File: src/rtl/acq_pkg.sv
package acq_pkg;
  typedef enum logic [1:0] {
    PH_IDLE = 2'd0,
    PH_FILL = 2'd1,
    PH_ARM  = 2'd2,
    PH_POST = 2'd3
  } phase_t;

  localparam logic [7:0]  MODE_RUN  = 8'h03;
  localparam logic [7:0]  MODE_HALT = 8'h00;
  localparam logic [11:0] STAT_HEAD = 12'h85e;
  localparam logic [3:0]  NIB_IDLE  = 4'hd;
  localparam logic [3:0]  NIB_FILL  = 4'h2;
  localparam logic [3:0]  NIB_ARM   = 4'ha;
  localparam logic [3:0]  NIB_POST  = 4'he;
endpackage

File: src/rtl/acq_clkdiv.sv
module acq_clkdiv #(
  parameter int DIV_W = 16
) (
  input  logic             clk,
  input  logic             rst_n,
  input  logic             load,
  input  logic [DIV_W-1:0] div_in,
  input  logic             run,
  output logic             tick
);
  logic [DIV_W-1:0] div_r;
  logic [DIV_W-1:0] cnt_r;
  logic             at_end;

  assign at_end = (cnt_r == div_r - DIV_W'(1));
  assign tick   = run && at_end;

  always_ff @(posedge clk or negedge rst_n) begin
    if (!rst_n) begin
      div_r <= DIV_W'(1);
      cnt_r <= '0;
    end else if (load) begin
      div_r <= (div_in == '0) ? DIV_W'(1) : div_in;
      cnt_r <= '0;
    end else if (run) begin
      cnt_r <= at_end ? '0 : cnt_r + DIV_W'(1);
    end
  end

  AST_DIV_BOUND: assert property (@(posedge clk) disable iff (!rst_n)
    cnt_r < div_r);
endmodule

File: src/rtl/acq_ctrl.sv
module acq_ctrl
  import acq_pkg::*;
#(
  parameter int CNT_W = 40
) (
  input  logic             clk,
  input  logic             rst_n,
  input  logic             start,
  input  logic             halt,
  input  logic [CNT_W-1:0] cfg_total,
  input  logic [CNT_W-1:0] cfg_pre,
  input  logic             trig_in,
  input  logic             tick,
  output phase_t           phase,
  output logic             running,
  output logic [CNT_W-1:0] count,
  output logic [CNT_W-1:0] tidx
);
  logic [CNT_W-1:0] total_r;
  logic [CNT_W-1:0] pre_r;
  logic [CNT_W-1:0] cnt_inc;

  assign running = (phase != PH_IDLE);
  assign cnt_inc = count + CNT_W'(1);

  always_ff @(posedge clk or negedge rst_n) begin
    if (!rst_n) begin
      phase   <= PH_IDLE;
      count   <= '0;
      tidx    <= '0;
      total_r <= '0;
      pre_r   <= '0;
    end else if (start) begin
      total_r <= cfg_total;
      pre_r   <= cfg_pre;
      count   <= '0;
      tidx    <= '0;
      phase   <= (cfg_pre == '0) ? PH_ARM : PH_FILL;
    end else begin
      if (running && tick) count <= cnt_inc;
      if (halt) begin
        phase <= PH_IDLE;
      end else begin
        unique case (phase)
          PH_FILL: if (tick && cnt_inc >= pre_r) phase <= PH_ARM;
          PH_ARM: if (trig_in) begin
            phase <= PH_POST;
            tidx  <= tick ? cnt_inc : count;
          end
          PH_POST: if (tick && cnt_inc >= total_r) phase <= PH_IDLE;
          default: ;
        endcase
      end
    end
  end

  AST_COUNT_STEP: assert property (@(posedge clk) disable iff (!rst_n)
    (running && tick && !start) |=> count == $past(count) + CNT_W'(1));
  AST_HALT_IDLE: assert property (@(posedge clk) disable iff (!rst_n)
    (halt && !start) |=> phase == PH_IDLE);
  AST_FILL_NO_TRIG: assert property (@(posedge clk) disable iff (!rst_n)
    (phase == PH_FILL && trig_in && !start) |=> phase != PH_POST);
  AST_TIDX_HOLD: assert property (@(posedge clk) disable iff (!rst_n)
    (phase == PH_POST && !start) |=> $stable(tidx));
endmodule

File: src/rtl/acq_status.sv
module acq_status
  import acq_pkg::*;
(
  input  phase_t      phase,
  output logic [15:0] word
);
  logic [3:0] nib;

  always_comb begin
    unique case (phase)
      PH_FILL: nib = NIB_FILL;
      PH_ARM:  nib = NIB_ARM;
      PH_POST: nib = NIB_POST;
      default: nib = NIB_IDLE;
    endcase
  end

  assign word = {STAT_HEAD, nib};
endmodule

File: src/rtl/acq_sequencer.sv
module acq_sequencer
  import acq_pkg::*;
#(
  parameter int CNT_W = 40,
  parameter int DIV_W = 16
) (
  input  logic             clk,
  input  logic             rst_n,
  input  logic             cmd_valid,
  input  logic [7:0]       cmd_mode,
  input  logic [CNT_W-1:0] cfg_total,
  input  logic [CNT_W-1:0] cfg_pre,
  input  logic [DIV_W-1:0] cfg_div,
  input  logic             trig_in,
  output logic             smp_we,
  output logic [15:0]      run_status,
  output logic [CNT_W-1:0] smp_count,
  output logic [CNT_W-1:0] trig_index
);
  logic   start, halt, running, tick;
  phase_t phase;

  assign start  = cmd_valid && (cmd_mode == MODE_RUN);
  assign halt   = cmd_valid && (cmd_mode == MODE_HALT);
  assign smp_we = tick;

  acq_clkdiv #(.DIV_W(DIV_W)) u_div (
    .clk(clk), .rst_n(rst_n), .load(start), .div_in(cfg_div),
    .run(running), .tick(tick)
  );

  acq_ctrl #(.CNT_W(CNT_W)) u_ctrl (
    .clk(clk), .rst_n(rst_n), .start(start), .halt(halt),
    .cfg_total(cfg_total), .cfg_pre(cfg_pre), .trig_in(trig_in),
    .tick(tick), .phase(phase), .running(running),
    .count(smp_count), .tidx(trig_index)
  );

  acq_status u_stat (.phase(phase), .word(run_status));

  AST_IDLE_QUIET: assert property (@(posedge clk) disable iff (!rst_n)
    run_status[0] |-> !smp_we);
endmodule

File: config.mk
export PLATFORM = sky130hd
export DESIGN_NAME = acq_sequencer
export DESIGN_NICKNAME = d
export VERILOG_FILES = /design/src/rtl/acq_pkg.sv /design/src/rtl/acq_clkdiv.sv /design/src/rtl/acq_ctrl.sv /design/src/rtl/acq_status.sv /design/src/rtl/acq_sequencer.sv
export SDC_FILE = /design/constraint.sdc
export NUM_CORES = 1
export LEC_CHECK = 0
export ABC_AREA = 1
export CAP_MARGIN = 20
export CORE_MARGIN = 4
export CORE_UTILIZATION = 41
export CTS_CLUSTER_SIZE = 20
export DETAILED_ROUTE_END_ITERATION = 12
export GPL_ROUTABILITY_DRIVEN = 0
export HOLD_SLACK_MARGIN = 0.08
export PLACE_DENSITY = 0.61
export SLEW_MARGIN = 20
export SYNTH_ARGS = -nofsm -noshare
export SYNTH_HDL_FRONTEND = slang
export SYNTH_SLANG_ARGS = --single-unit
File: constraint.sdc
create_clock -name clk -period 5.81 [get_ports clk]
set_input_delay 1.162 -clock clk [delete_from_list [all_inputs] [get_ports clk]]
set_output_delay 1.162 -clock clk [all_outputs]
set_load 0.005 [all_outputs]
# Yosys cells after proc, flatten, opt, wreduce, memory -nomap -nowiden

Index checks and enable logic that the tools add are counted.

Add/subtract/negate cells: 3
Magnitude comparators: 2
Mux-type cells: 19
Equality and inequality tests: 9
Reductions and logical operators: 17

Operators with widths:

| cell                                                | count |
|---|---|
| two-way mux 40 bit                                  | 7 |
| >= comparator 40 bit                                | 2 |
| two-way mux 16 bit                                  | 4 |
| adder 40 x 1 -> 40 bit, second input constant       | 1 |
| zero test 40 bit                                    | 1 |
| adder 16 x 1 -> 16 bit, second input constant       | 1 |
| equality test 16 bit                                | 1 |
| zero test 16 bit                                    | 1 |
| subtractor 16 x 1 -> 16 bit, second input constant  | 1 |
| two-way mux 2 bit                                   | 6 |
| case mux 4 bit (3 select lines)                     | 1 |
| nonzero test 2 bit                                  | 5 |
| equality test 8 x 2 -> 1 bit, second input constant | 1 |
| zero test 8 bit                                     | 1 |
| != test 4 x 3 -> 1 bit, second input constant       | 2 |
| logical AND 1 bit                                   | 6 |
| case mux 2 bit (3 select lines)                     | 1 |
| nonzero test 5 bit                                  | 1 |
| equality test 2 bit, second input constant          | 2 |
| != test 4 bit, second input constant                | 1 |
| AND reduction 4 bit                                 | 1 |
| AND reduction 3 bit                                 | 1 |
| equality test 2 x 1 -> 1 bit, second input constant | 1 |
| != test 2 bit, second input constant                | 1 |

Logic and storage cells: 57
Register bits: 194
Output and inout bits: 97
Input bits: 108

# Depth between registers and ports, before layout

Depth in word-level cells: 8
Gate-level depth with buffers: 26
Mapped depth without buffers: 26

# Cells and area by module

A second synthesis with hierarchy kept.

Cell total of the unflattened synthesis: 1691
Area, all modules: 12340.6 um^2

By module, submodules not included:

| module        | area each (um^2) | instances | cells an instance | sequential area each (um^2) |
|---|---|---|---|---|
| acq_ctrl      | 9670.5           | 1         | 1260              | 4053.9 |
| acq_clkdiv    | 2469.9           | 1         | 398               | 802.0 |
| acq_status    | 153.9            | 1         | 22                | 0.0 |
| acq_sequencer | 46.3             | 1         | 11                | 0.0 |

# Worst setup path after synthesis

No wires, ideal clock.

Path kind: reg2reg
Start: register u_ctrl.count[0]
End: register u_ctrl.phase[0]
Buffers on the path: 0
Cell stages (with the launch flop): 27
Library setup time: 0.117 ns
Arrival time: 3.078 ns
Slack: 2.615 ns
Cell sequence: dfrtp_1 > ha_1 > nand2_1 > nor2_2 > inv_1 > nor2_4 > nand2_1 > nor2_1 > nand2_1 > nor2_1 > nand3_1 > xor2_1 > inv_1 > ha_1 > nand2_1 > nor2_1 > nand2_1 > nor2_1 > nand2_1 > nor2_1 > nand2_1 > nand3_1 > nand4_1 > nand3_1 > nand3_1 > nand2_1 > nand2_1

Word-level cells in the longest chain between the ends: 5

Ends and longest elaborated chain:

| item                                     | RTL line                       | text |
|---|---|---|
| from (decl)                              | acq_ctrl.sv:16                 | `output logic [CNT_W-1:0] count,` |
| from (signal assigned)                   | acq_ctrl.sv:40                 | `if (running && tick) count <= cnt_inc;` |
| adder 40 x 1 -> 40 bit (*)               | acq_ctrl.sv:24                 | `assign cnt_inc = count + CNT_W'(1);` |
| >= comparator 40 bit (on tied branches)  | acq_ctrl.sv:50, acq_ctrl.sv:45 |  |
| logical AND 1 bit (on tied branches)     | acq_ctrl.sv:50, acq_ctrl.sv:45 |  |
| != test 4 x 3 -> 1 bit (no source line)  | -                              |  |
| AND reduction 4 bit (no source line) (*) | -                              |  |
| to (signal assigned)                     | acq_ctrl.sv:38                 | `phase <= (cfg_pre == '0) ? PH_ARM : PH_FILL;` |
| to (decl)                                | acq_ctrl.sv:14                 | `output phase_t phase,` |

Mark *: on every way between the ends. The rest lies on a longest branch, timed or not.
A chain may end at the register's enable or synchronous reset.

# Worst setup path after layout

Start: register u_div.div_r[0]
End: output port smp_we

Word-level cells in the longest chain between the ends: 3

Ends and longest elaborated chain:

| item                        | RTL line            | text |
|---|---|---|
| from (decl)                 | acq_clkdiv.sv:11    | `logic [DIV_W-1:0] div_r;` |
| from (signal assigned)      | acq_clkdiv.sv:23    | `div_r <= (div_in == '0) ? DIV_W'(1) : div_in;` |
| subtractor 16 x 1 -> 16 bit | acq_clkdiv.sv:15    | `assign at_end = (cnt_r == div_r - DIV_W'(1));` |
| equality test 16 bit        | acq_clkdiv.sv:15    |  |
| logical AND 1 bit           | acq_clkdiv.sv:16    | `assign tick = run && at_end;` |
| to (decl)                   | acq_sequencer.sv:15 | `output logic smp_we,` |

No other way between the ends.

==> run metrics <==
Vias=10700; Final Cycle Share=0.736; worst r2r dst=u_ctrl.phase[0]; Worst-Margin Slew=0.923 ns; I/O pins=205; wire length per cell=16.0 um; Vias/cell=5.00; Synth Register Bits=194; clk_skew=0.0169 ns; most used routing layer=met2; total routed wirelength=34400 um; GRT met1 Usage=0.308; core footprint=28900 um2; DP HPWL=26600 um; outcome=completed; DIE HEIGHT=180 um; Cells after Synth=1574; met3 Resource Use GR=0.0450; die area=32400 um2; Hold Fails Final Rpt=0; drt pass-1 iters=5; CTS tree=yes; worst path required time=4.65 ns; Mapped Area=12100 um2; Seq/Total Area, Yosys=0.400; Ys Warns=0; root buffer cell=clkbuf_16; worst-skew pair later-pin latency=0.45 ns; max_slew headroom=0.384; global-route wire length before repair=56000 um; # setup viols final=0; CTS max path bufs=2; Syn Area/Cell=7.72 um2; hold_buf cts=0; async set or reset register ratio after synthesis=1.00; reg-to-reg slack, setup=1.59 ns; post-CTS setup buffer count=0; met2 usage in global routing=0.324; Period minus WS final=4.27 ns; drt drc=0; clk sinks=194; r2r startpoint=u_ctrl.count[0]; Initial Util=0.420; fin nets=1947; Clock transition at path regs=0.08 ns; Pwr Density=221 nW/um2; CP arrival=3.11 ns; Hold Path Sink=u_ctrl.tidx[16]; hold_ws=0.490 ns; Num CTS Buffers=17; Post-synth EDFFs=0; largest net degree at the start of global routing=111; ANT nets after route=0; Hold WC Path Type=reg2reg; gr ovfl total=0; post-cts sizing count=0; htree depth=4; DP Cell Count=2116; top_reg_cell synth=dfrtp_1; GR Util All Layers=0.212; final setup TNS=0 ns; crit path max fanout=11; Cell variety after synth=49; critical path startpoint category=flop; vias in the first global route=10600; P&R area growth vs syn=23.0%; max_cap viols=0; share of cells above drive strength 1=0.0601; CP endpoint kind=output pin; kind of critical path=reg2out; hold wc startpoint=u_ctrl.tidx[16]; Pleak=7.53 nW; IO buf count=192; Finished Layout Cells=2148; Hold Path Depth=2; num rows=62; Slew Viols, Final=0; initial antenna violation count=1; f_max=234 MHz; cell count of the worst reg-to-reg path=26; 1st-iter DRT viols=779; Die X=180 um; Worst VDD drop=0.264 mV; RSZ-0062 raised after global routing=false
per-layer routing:
layer | wire [um] | share of wire
met4 | 704 | 0.020
met3 | 2110 | 0.061
met5 | 0 | 0
met2 | 15100 | 0.44
met1 | 16400 | 0.48
layout make-up:
class,instances,area [um2]
Clock inverter,14,144
Timing Repair Buffer,200,1990
Multi-Input combinational cell,1091,6110
Fill cell,2751,14000
Clock buffer,17,425
Inverter,247,932
Tap cell,384,480
Antenna cell,1,2.50
Sequential cell,194,4860
placed cells by master, fill, tap and decap left out, drive strengths merged, types with 16 or more instances in the layout:
master	instances
nand2	497
inv	252
dfrtp	193
clkdlybuf4s50	191
o21ai	123
nor2	106
ha	88
nand3	62
a21oi	37
xor2	36
o22ai	31
nand4	26
nor3	26
clkbuf	18
nor4	16
cells in the mapped netlist (4+ instances only):
cell	number	share of area
nor2_2	12	0.0062
buf_4	13	0.0080
a21oi_1	37	0.015
o21ai_2	8	0.0058
inv_2	5	0.0015
nor4_1	16	0.0082
buf_6	4	0.0037
ha_1	88	0.091
o22ai_4	20	0.033
o21ai_1	8	0.0033
xnor2_1	11	0.0079
nand4_1	26	0.013
o22ai_1	9	0.0046
nor2_4	4	0.0037
xor2_1	36	0.026
dfrtp_1	193	0.40
o21ai_0	107	0.044
nor2_1	89	0.028
nor3_1	25	0.010
clkbuf_1	30	0.0093
nand3_1	60	0.025
inv_1	240	0.074
nand2_1	493	0.15
how the worst max path moves through the flow:
| stage | to | slack (ns) | from | cells after the start |
|---|---|---|---|---|
| 2_1_floorplan | u_ctrl.phase[0] | 2.62 | u_ctrl.count[0] | 26 |
| 3_3_place_gp | u_ctrl.phase[1] | 1.65 | u_ctrl.count[0] | 26 |
| 3_5_place_dp | u_ctrl.phase[0] | 1.61 | u_ctrl.count[0] | 26 |
| 4_1_cts | smp_we | 1.54 | u_div.div_r[0] | 14 |
| 5_1_grt | u_ctrl.phase[1] | 1.19 | u_ctrl.count[0] | 26 |
| 6_report | smp_we | 1.54 | u_div.div_r[0] | 14 |
kinds of logic after synthesis:
| logic type | Yosys count | synth area share |
|---|---|---|
| other | 2 | 0.000618 |
| AND/OR/NAND/NOR | 743 | 0.260 |
| flip-flops | 194 | 0.400 |
| buffers and inverters | 299 | 0.101 |
| XOR/XNOR | 47 | 0.0339 |
| adder cells (fa/ha/maj) | 88 | 0.0907 |
| AO/OA/AOI/OAI | 201 | 0.114 |
per-stage QoR:
stage	util	power [W]	area (um2)	setup WS (ns)
2_1_floorplan	-	0.00186	12200	2.62
3_3_place_gp	0.496	0.00215	14400	1.65
3_5_place_dp	0.496	0.00216	14400	1.61
4_1_cts	0.516	0.00333	14900	1.54
5_1_grt	0.516	0.00348	14900	1.19
6_report	0.516	0.00331	14900	1.54
state kept, by name, summed over array words and instances, names as in the netlist:
register        flops
u_ctrl.tidx        40
u_ctrl.total_r     40
u_ctrl.phase        2
u_ctrl.pre_r       40
u_div.div_r        16
u_div.cnt_r        16
u_ctrl.count       40
power breakdown:
| part | internal (W) | switching [W] | total (W) |
|---|---|---|---|
| sequential | 0.00143 | 0.0000579 | 0.00149 |
| clock | 0.000570 | 0.000609 | 0.00118 |
| combinational | 0.000251 | 0.000387 | 0.000638 |
worst max-delay path: stages, from the launching register on:
cell	delay, ns
dfstp_2	0.54
inv_2	0.06
ha_1	0.30
nand2_1	0.06
inv_1	0.03
nor2_1	0.09
nand3_1	0.10
nor2_1	0.11
nand2_1	0.06
nor2_1	0.11
nand2_1	0.07
nor2_2	0.16
nand3_2	0.14
inv_2	0.23
clkdlybuf4s50_1	0.60
Note: power is estimated with default switching activity, not from simulation.
